===== config.mk =====
export PLATFORM = sky130hd
export DESIGN_NAME = dual_latch_xcvr
export DESIGN_NICKNAME = d
export VERILOG_FILES = /design/src/rtl/xcvr_pkg.sv /design/src/rtl/xcvr_sync.sv /design/src/rtl/xcvr_path.sv /design/src/rtl/dual_latch_xcvr.sv
export SDC_FILE = /design/constraint.sdc
export NUM_CORES = 1
export LEC_CHECK = 0
export CORE_ASPECT_RATIO = 0.7
export CORE_MARGIN = 4
export CORE_UTILIZATION = 55
export CTS_CLUSTER_DIAMETER = 50
export DETAILED_ROUTE_END_ITERATION = 7
export DONT_BUFFER_PORTS = 1
export PLACE_DENSITY = 0.7
export SETUP_SLACK_MARGIN = 0.05
export SLEW_MARGIN = 20
export SYNTH_ARGS = -nofsm -noshare
export SYNTH_HDL_FRONTEND = slang
export SYNTH_HIERARCHICAL = 1
export SYNTH_SLANG_ARGS = --single-unit
export TNS_END_PERCENT = 1

===== constraint.sdc =====
create_clock -name clk -period 1.75 [get_ports clk]
set_clock_uncertainty 0.2 [all_clocks]
set_input_delay 0.2625 -clock clk [delete_from_list [all_inputs] [get_ports clk]]
set_output_delay 0.2625 -clock clk [all_outputs]
set_load 0.1 [all_outputs]

===== src/rtl/xcvr_pkg.sv =====
package xcvr_pkg;
  localparam int unsigned XCVR_WIDTH = 18;
  localparam int unsigned XCVR_SYNC_STAGES = 2;

  typedef enum logic [1:0] {
    MODE_HOLD    = 2'd0,
    MODE_PASS    = 2'd1,
    MODE_CAPTURE = 2'd2
  } store_mode_e;
endpackage


===== src/rtl/xcvr_sync.sv =====
module xcvr_sync #(
  parameter int unsigned STAGES = 2
) (
  input  logic clk,
  input  logic rst_n,
  input  logic d,
  output logic q
);
  logic [STAGES-1:0] chain;

  always_ff @(posedge clk or negedge rst_n) begin
    if (!rst_n) chain[0] <= 1'b0;
    else        chain[0] <= d;
  end

  for (genvar s = 1; s < STAGES; s++) begin : g_stage
    always_ff @(posedge clk or negedge rst_n) begin
      if (!rst_n) chain[s] <= 1'b0;
      else        chain[s] <= chain[s-1];
    end
  end

  assign q = chain[STAGES-1];
endmodule


===== src/rtl/xcvr_path.sv =====
module xcvr_path
  import xcvr_pkg::*;
#(
  parameter int unsigned W             = XCVR_WIDTH,
  parameter int unsigned SYNC_STAGES   = XCVR_SYNC_STAGES,
  parameter bit          OE_ACTIVE_LOW = 1'b0
) (
  input  logic         clk,
  input  logic         rst_n,
  input  logic [W-1:0] din,
  input  logic         pass_async,
  input  logic         strobe_async,
  input  logic         oe_raw,
  output logic [W-1:0] dout,
  output logic         drive,
  output logic         pass_q,
  output logic         strobe_fall,
  output logic [W-1:0] held
);
  logic        strobe_q;
  logic        strobe_prev;
  store_mode_e mode;
  logic [W-1:0] view;

  xcvr_sync #(.STAGES(SYNC_STAGES)) u_sync_pass (
    .clk(clk), .rst_n(rst_n), .d(pass_async), .q(pass_q)
  );

  xcvr_sync #(.STAGES(SYNC_STAGES)) u_sync_strobe (
    .clk(clk), .rst_n(rst_n), .d(strobe_async), .q(strobe_q)
  );

  always_ff @(posedge clk or negedge rst_n) begin
    if (!rst_n) strobe_prev <= 1'b0;
    else        strobe_prev <= strobe_q;
  end

  assign strobe_fall = strobe_prev & ~strobe_q;

  always_comb begin
    if (pass_q)           mode = MODE_PASS;
    else if (strobe_fall) mode = MODE_CAPTURE;
    else                  mode = MODE_HOLD;
  end

  always_ff @(posedge clk or negedge rst_n) begin
    if (!rst_n)                 held <= '0;
    else if (mode != MODE_HOLD) held <= din;
  end

  assign view = (mode == MODE_PASS) ? din : held;

  if (OE_ACTIVE_LOW) begin : g_oe_low
    assign drive = ~oe_raw;
  end else begin : g_oe_high
    assign drive = oe_raw;
  end

  assign dout = drive ? view : '0;
endmodule


===== src/rtl/dual_latch_xcvr.sv =====
module dual_latch_xcvr
  import xcvr_pkg::*;
#(
  parameter int unsigned W           = XCVR_WIDTH,
  parameter int unsigned SYNC_STAGES = XCVR_SYNC_STAGES
) (
  input  logic         clk,
  input  logic         rst_n,
  input  logic [W-1:0] a_in,
  output logic [W-1:0] a_out,
  output logic         a_drive,
  input  logic [W-1:0] b_in,
  output logic [W-1:0] b_out,
  output logic         b_drive,
  input  logic         ab_en,
  input  logic         ba_en_n,
  input  logic         ab_pass,
  input  logic         ba_pass,
  input  logic         ab_strobe,
  input  logic         ba_strobe,
  output logic         contention
);
  logic         ab_pass_q, ab_fall;
  logic         ba_pass_q, ba_fall;
  logic [W-1:0] ab_held, ba_held;

  xcvr_path #(.W(W), .SYNC_STAGES(SYNC_STAGES), .OE_ACTIVE_LOW(1'b0)) u_ab (
    .clk(clk), .rst_n(rst_n), .din(a_in), .pass_async(ab_pass),
    .strobe_async(ab_strobe), .oe_raw(ab_en), .dout(b_out), .drive(b_drive),
    .pass_q(ab_pass_q), .strobe_fall(ab_fall), .held(ab_held)
  );

  xcvr_path #(.W(W), .SYNC_STAGES(SYNC_STAGES), .OE_ACTIVE_LOW(1'b1)) u_ba (
    .clk(clk), .rst_n(rst_n), .din(b_in), .pass_async(ba_pass),
    .strobe_async(ba_strobe), .oe_raw(ba_en_n), .dout(a_out), .drive(a_drive),
    .pass_q(ba_pass_q), .strobe_fall(ba_fall), .held(ba_held)
  );

  assign contention = a_drive & b_drive;
endmodule


==> summary.txt, run 1 <==
Clock network
  • Clock buffer count from CTS: 5
  • Clock Tree Root: clkbuf_8
  • # hold bufs at CTS: 42
  • Post-CTS Setup Inserts: 1
  • CTS Sinks: 46
  • Clock Tree Buf Depth: 2
  • CTS resizes: 18
  • CTS H-Tree Depth: 2

Synth
  • Syn. warnings: 6
  • Mapped cell area: around 0.0024 mm²
  • Yosys top cell by area: dfrtp_1
  • Synth top area cells: dfrtp_1 49%, mux2i_1 15%, mux2_4 13%
  • Post-Syn Nets: 214
  • Synth Instances: 170
  • Mean post-synth cell area: between 10 and 15 µm²
  • Main combinational cell family by area after synthesis: multiplexers
  • Multiplexer share of the synthesized area: 0.357
  • Top-area cell type share of the netlist area: 0.489
  • Synth cell types: 16
  • Number of enable flip-flop cells after synthesis: 0
  • Prevailing post-synth register cell: dfrtp_1
  • Register area share after synthesis: 0.489
  • Count leader, synth: dfrtp_1
  • Simple-gate share of the synthesized area: 0.108
  • Adder-cell share of the synthesized area: 0
  • Post-synthesis xor/xnor area fraction: 0
  • #FFs+latches synth: between 40 and 50
  • Synth Area in Compound Gates: 0
  • Synth async-reset ratio: 1.00
  • Synth top cells by count: 46 x dfrtp_1, 36 x mux2i_1, 20 x mux2_4

Die
  • Die Ht: approximately 63 µm
  • # IOs: 83
  • DIE WIDTH: ~86 µm
  • Initial core utilization: 0.586
  • Site Rows: 19

Outcome
  • Err: [ERROR DPL-0033] detailed placement checks failed during check placement.
  • Failing step: clock tree synthesis
  • Status: aborted with a tool error

Placed design
  • Placed cell areas: roughly 0.0033 mm²
  • Port bufs: 0
  • Detail Placement HPWL: roughly 4 mm
  • Placer Congestion: approximately 0.74
==> cell families after synthesis <==
group                  count (synthesis)
and+or+nand+nor                       41
muxes                                 72
buffers and inverters                 11
DFF                                   46
==> metrics by stage <==
stage	setup slack, ns	utilization	setup TNS, ns	std cells
after floorplan	-0.163	-	-2.67	170
after global placement	0.165	0.818	0	251
after detailed placement	0.117	0.818	0	251
==> run 2: changes to the inputs <==
CORE_ASPECT_RATIO = unset   (was 0.7)
CORE_UTILIZATION = 40   (was 55)
CTS_CLUSTER_DIAMETER = unset   (was 50)
PLACE_DENSITY = unset   (was 0.7)
PLACE_DENSITY_LB_ADDON = 0.15   (was unset)
SETUP_SLACK_MARGIN = unset   (was 0.05)
==> summary.txt, run 2 <==
Outcome
  • Status: finished, violations left
  • Failing checks: negative setup slack

Placed design
  • Placer Congestion: ~0.74
  • Detail Placement HPWL: 3.92 mm
  • Port bufs: 0
  • DP Cell Count: between 200 and 300

Route
  • Vias post-DR: about 1600
  • # DRC: 0
  • Via/cell ratio: approximately 5
  • First drt pass iteration count: 5
  • Detail Route Antenna Nets: 0
  • Routed len/inst: roughly 18 µm
  • Iteration-0 DRC Markers: 50
  • Total routed wirelength: around 6.0 mm

Synth
  • Synth cell types: 16
  • Syn. warnings: 6
  • Post-Syn Nets: about 210
  • Adder-cell share of the synthesized area: 0
  • Synth Area in Compound Gates: 0
  • Register area share after synthesis: 0.489
  • Count leader, synth: dfrtp_1
  • Post-synthesis xor/xnor area fraction: 0
  • Main combinational cell family by area after synthesis: multiplexers
  • Synth async-reset ratio: 1.00
  • Synth top area cells: dfrtp_1 49%, mux2i_1 15%, mux2_4 13%
  • Yosys top cell by area: dfrtp_1
  • Top-area cell type share of the netlist area: 0.489
  • Mapped cell area: about 0.0024 mm²
  • Simple-gate share of the synthesized area: 0.108
  • Prevailing post-synth register cell: dfrtp_1
  • Mean post-synth cell area: 13.9 µm²
  • Number of enable flip-flop cells after synthesis: 0
  • Synth top cells by count: 46 x dfrtp_1, 36 x mux2i_1, 20 x mux2_4
  • Multiplexer share of the synthesized area: 0.357
  • Synth Instances: 170
  • #FFs+latches synth: 46

Hold path
  • Hold Path End: u_ba/u_sync_strobe/q
  • HP Start: u_ba/u_sync_strobe/chain[0]
  • HP Class: flip-flop to flip-flop
  • Hold Path Depth: 0

Pwr
  • Clock group share of total power: 0.207
  • Sw frac: 0.364
  • VDD IR max: around 0.00052 V
  • Cell area power density: between 800 and 900 mW/mm²
  • Int Power: ~0.002 W
  • Overall Power: roughly 0.0032 W
  • Part of the power in registers: 0.378
  • Sw power: approximately 0.0012 W
  • Logic gate share of total power: 0.416
  • Leak pwr: around 1.7 nW

Worst setup path
  • Critical Path Source Type: flip-flop
  • Crit Path Max Fanout: 19
  • CP endpoint kind: output port
  • Worst reg2reg setup slack: 0.06 ns
  • Depth of the worst register-to-register path: 5
  • R2R Path Start: u_ab/u_sync_pass/q
  • Crit path kind: flip-flop to output port
  • Req. time, crit path: 1.29 ns
  • Arr. time, crit path: ~1.5 ns
  • R2R Path End: u_ab/held[6]

Timing
  • Final hold violation count: 0
  • Setup-failing EPs final: 36
  • Final period util: 1.11
  • Pins over their slew limit: 0
  • RSZ-0062 raised after global routing: yes
  • Max Clk Rate: 513 MHz
  • Worst slew margin: 0.741
  • Min Clock Period, post-route: 1.95 ns
  • Worst-Margin Slew: around 0.39 ns
  • Setup WS post-layout: -0.201 ns

GRT
  • First-pass GRT wire length: approximately 9.5 mm
  • Global Route Usage Sum: 0.165
  • Vias in the first global route: ~1900
  • Initial antenna violation count: 0
  • Pin count of the biggest net entering global routing: 47
  • Grt ovf: 0

Die
  • DIE WIDTH: about 85 µm
  • Core box area: around 0.0056 mm²
  • Initial core utilization: 0.420
  • Site Rows: 27
  • Total Die Area: 0.00718 mm²
  • Die Ht: about 85 µm
  • # IOs: 83

Run
  • Number of max-cap violations: 0

Cells and area
  • Multi-input logic area: ~0.0014 mm²
  • Post-layout net count: roughly 300
  • Filler-free cell count of the finished design: approximately 330
  • Area growth syn-to-layout: 71.6%
  • Share of layout cells above drive strength 1: 0.597
  • ANT cells: 0
  • Commonest non-fill, non-tap cell in the layout: dfrtp_1
  • Fillers: between 300 and 400
  • Most frequent cells in the layout: 45 x dfrtp_1, 41 x dlygate4sd3_1, 39 x buf_12
  • Biggest registers after layout: u_ab/held (18), u_ba/held (18)
  • Register area: roughly 0.0012 mm²

Clock network
  • CTS H-Tree Depth: 2
  • Clock buffer count from CTS: 5
  • CTS tree: done
  • CTS clock-pin slew for the worst setup and hold paths: roughly 0.080 ns
  • Worst skew pair latency: between 0.2 and 0.3 ns
  • Clock Tree Root: clkbuf_8
  • Clock Tree Buf Depth: 2
  • CTS Sinks: 46
run 2: cell counts after synthesis:
Identical to the previous run, type by type.
run 2: timing repair:
item / in CTS / in global routing
gates resized for setup: 8 / 20
pin swaps: 0 / 1
setup buffers: 0 / 1
cloned: 0 / 1
hold endpoints to repair: 86 / 0
hold buffers: 42 / 0
endpoints found under the setup margin: 36 / 36
run 2: worst max-delay path, stage by stage, from the launching register on:
cell     delay (ns)
dfrtp_1        0.38
buf_12         0.22
mux2i_1        0.35
nor2b_4        0.08
buf_12         0.17
run 2: area by class of cell:
class | instances | share of cell area
Sequential cell | 46 | 0.285
Clock buffer | 6 | 0.0204
Inverter | 1 | 0.00186
Timing Repair Buffer | 85 | 0.313
Clock inverter | 2 | 0.00310
Tap cell | 72 | 0.0223
Multi-Input combinational cell | 113 | 0.354
run 2: logic make-up (layout without fill, tap and decap cells):
family	count (synthesis)	in the layout
mux	72	72
simple gates	41	41
flops	46	46
buf+inv	11	94
run 2: worst max-delay path by stage:
stage / to / slack, ns / from
after global routing: b_out[12] / -0.24 / u_ab/u_sync_pass/q
after floorplan: b_out[14] / -0.16 / u_ab/u_sync_pass/q
after detailed placement: u_ba/held[14] / 0.12 / u_ba/u_sync_pass/q
after CTS: b_out[5] / -0.17 / u_ab/u_sync_pass/q
final: b_out[12] / -0.20 / u_ab/u_sync_pass/q
after global placement: u_ba/held[10] / 0.15 / u_ba/u_sync_pass/q
run 2: metal layers:
metal	vias up	share of wire	global-route usage
met5	-	0	0
li1	749	-	-
met1	824	0.39	0.196
met3	9	0.060	0.0412
met2	54	0.54	0.293
met4	0	0.014	0.0518
run 2: per-stage QoR:
stage          hold WS, ns   util  TNS [ns]  instance area [µm²]  worst slack (ns)
6_report             0.151  0.720     -3.91                 4040            -0.201
3_3_place_gp        -0.232  0.595         0                 3340             0.153
4_1_cts              0.154  0.695     -4.62                 3900            -0.167
2_1_floorplan       -0.233      -     -2.67                 2580            -0.163
3_5_place_dp        -0.232  0.595         0                 3340             0.120
5_1_grt              0.163  0.720     -6.22                 4040            -0.236
run 2: power by group through the flow:
stage | combinational, W | sequential, W | clock, W
final | 0.00135 | 0.00122 | 0.000670
after global routing | 0.00139 | 0.00123 | 0.000739
after CTS | 0.00131 | 0.00121 | 0.000688
after detailed placement | 0.00119 | 0.00123 | 0
after global placement | 0.00118 | 0.00122 | 0
after floorplan | 0.000893 | 0.00121 | 0
Power figures use the tool's default switching activity.
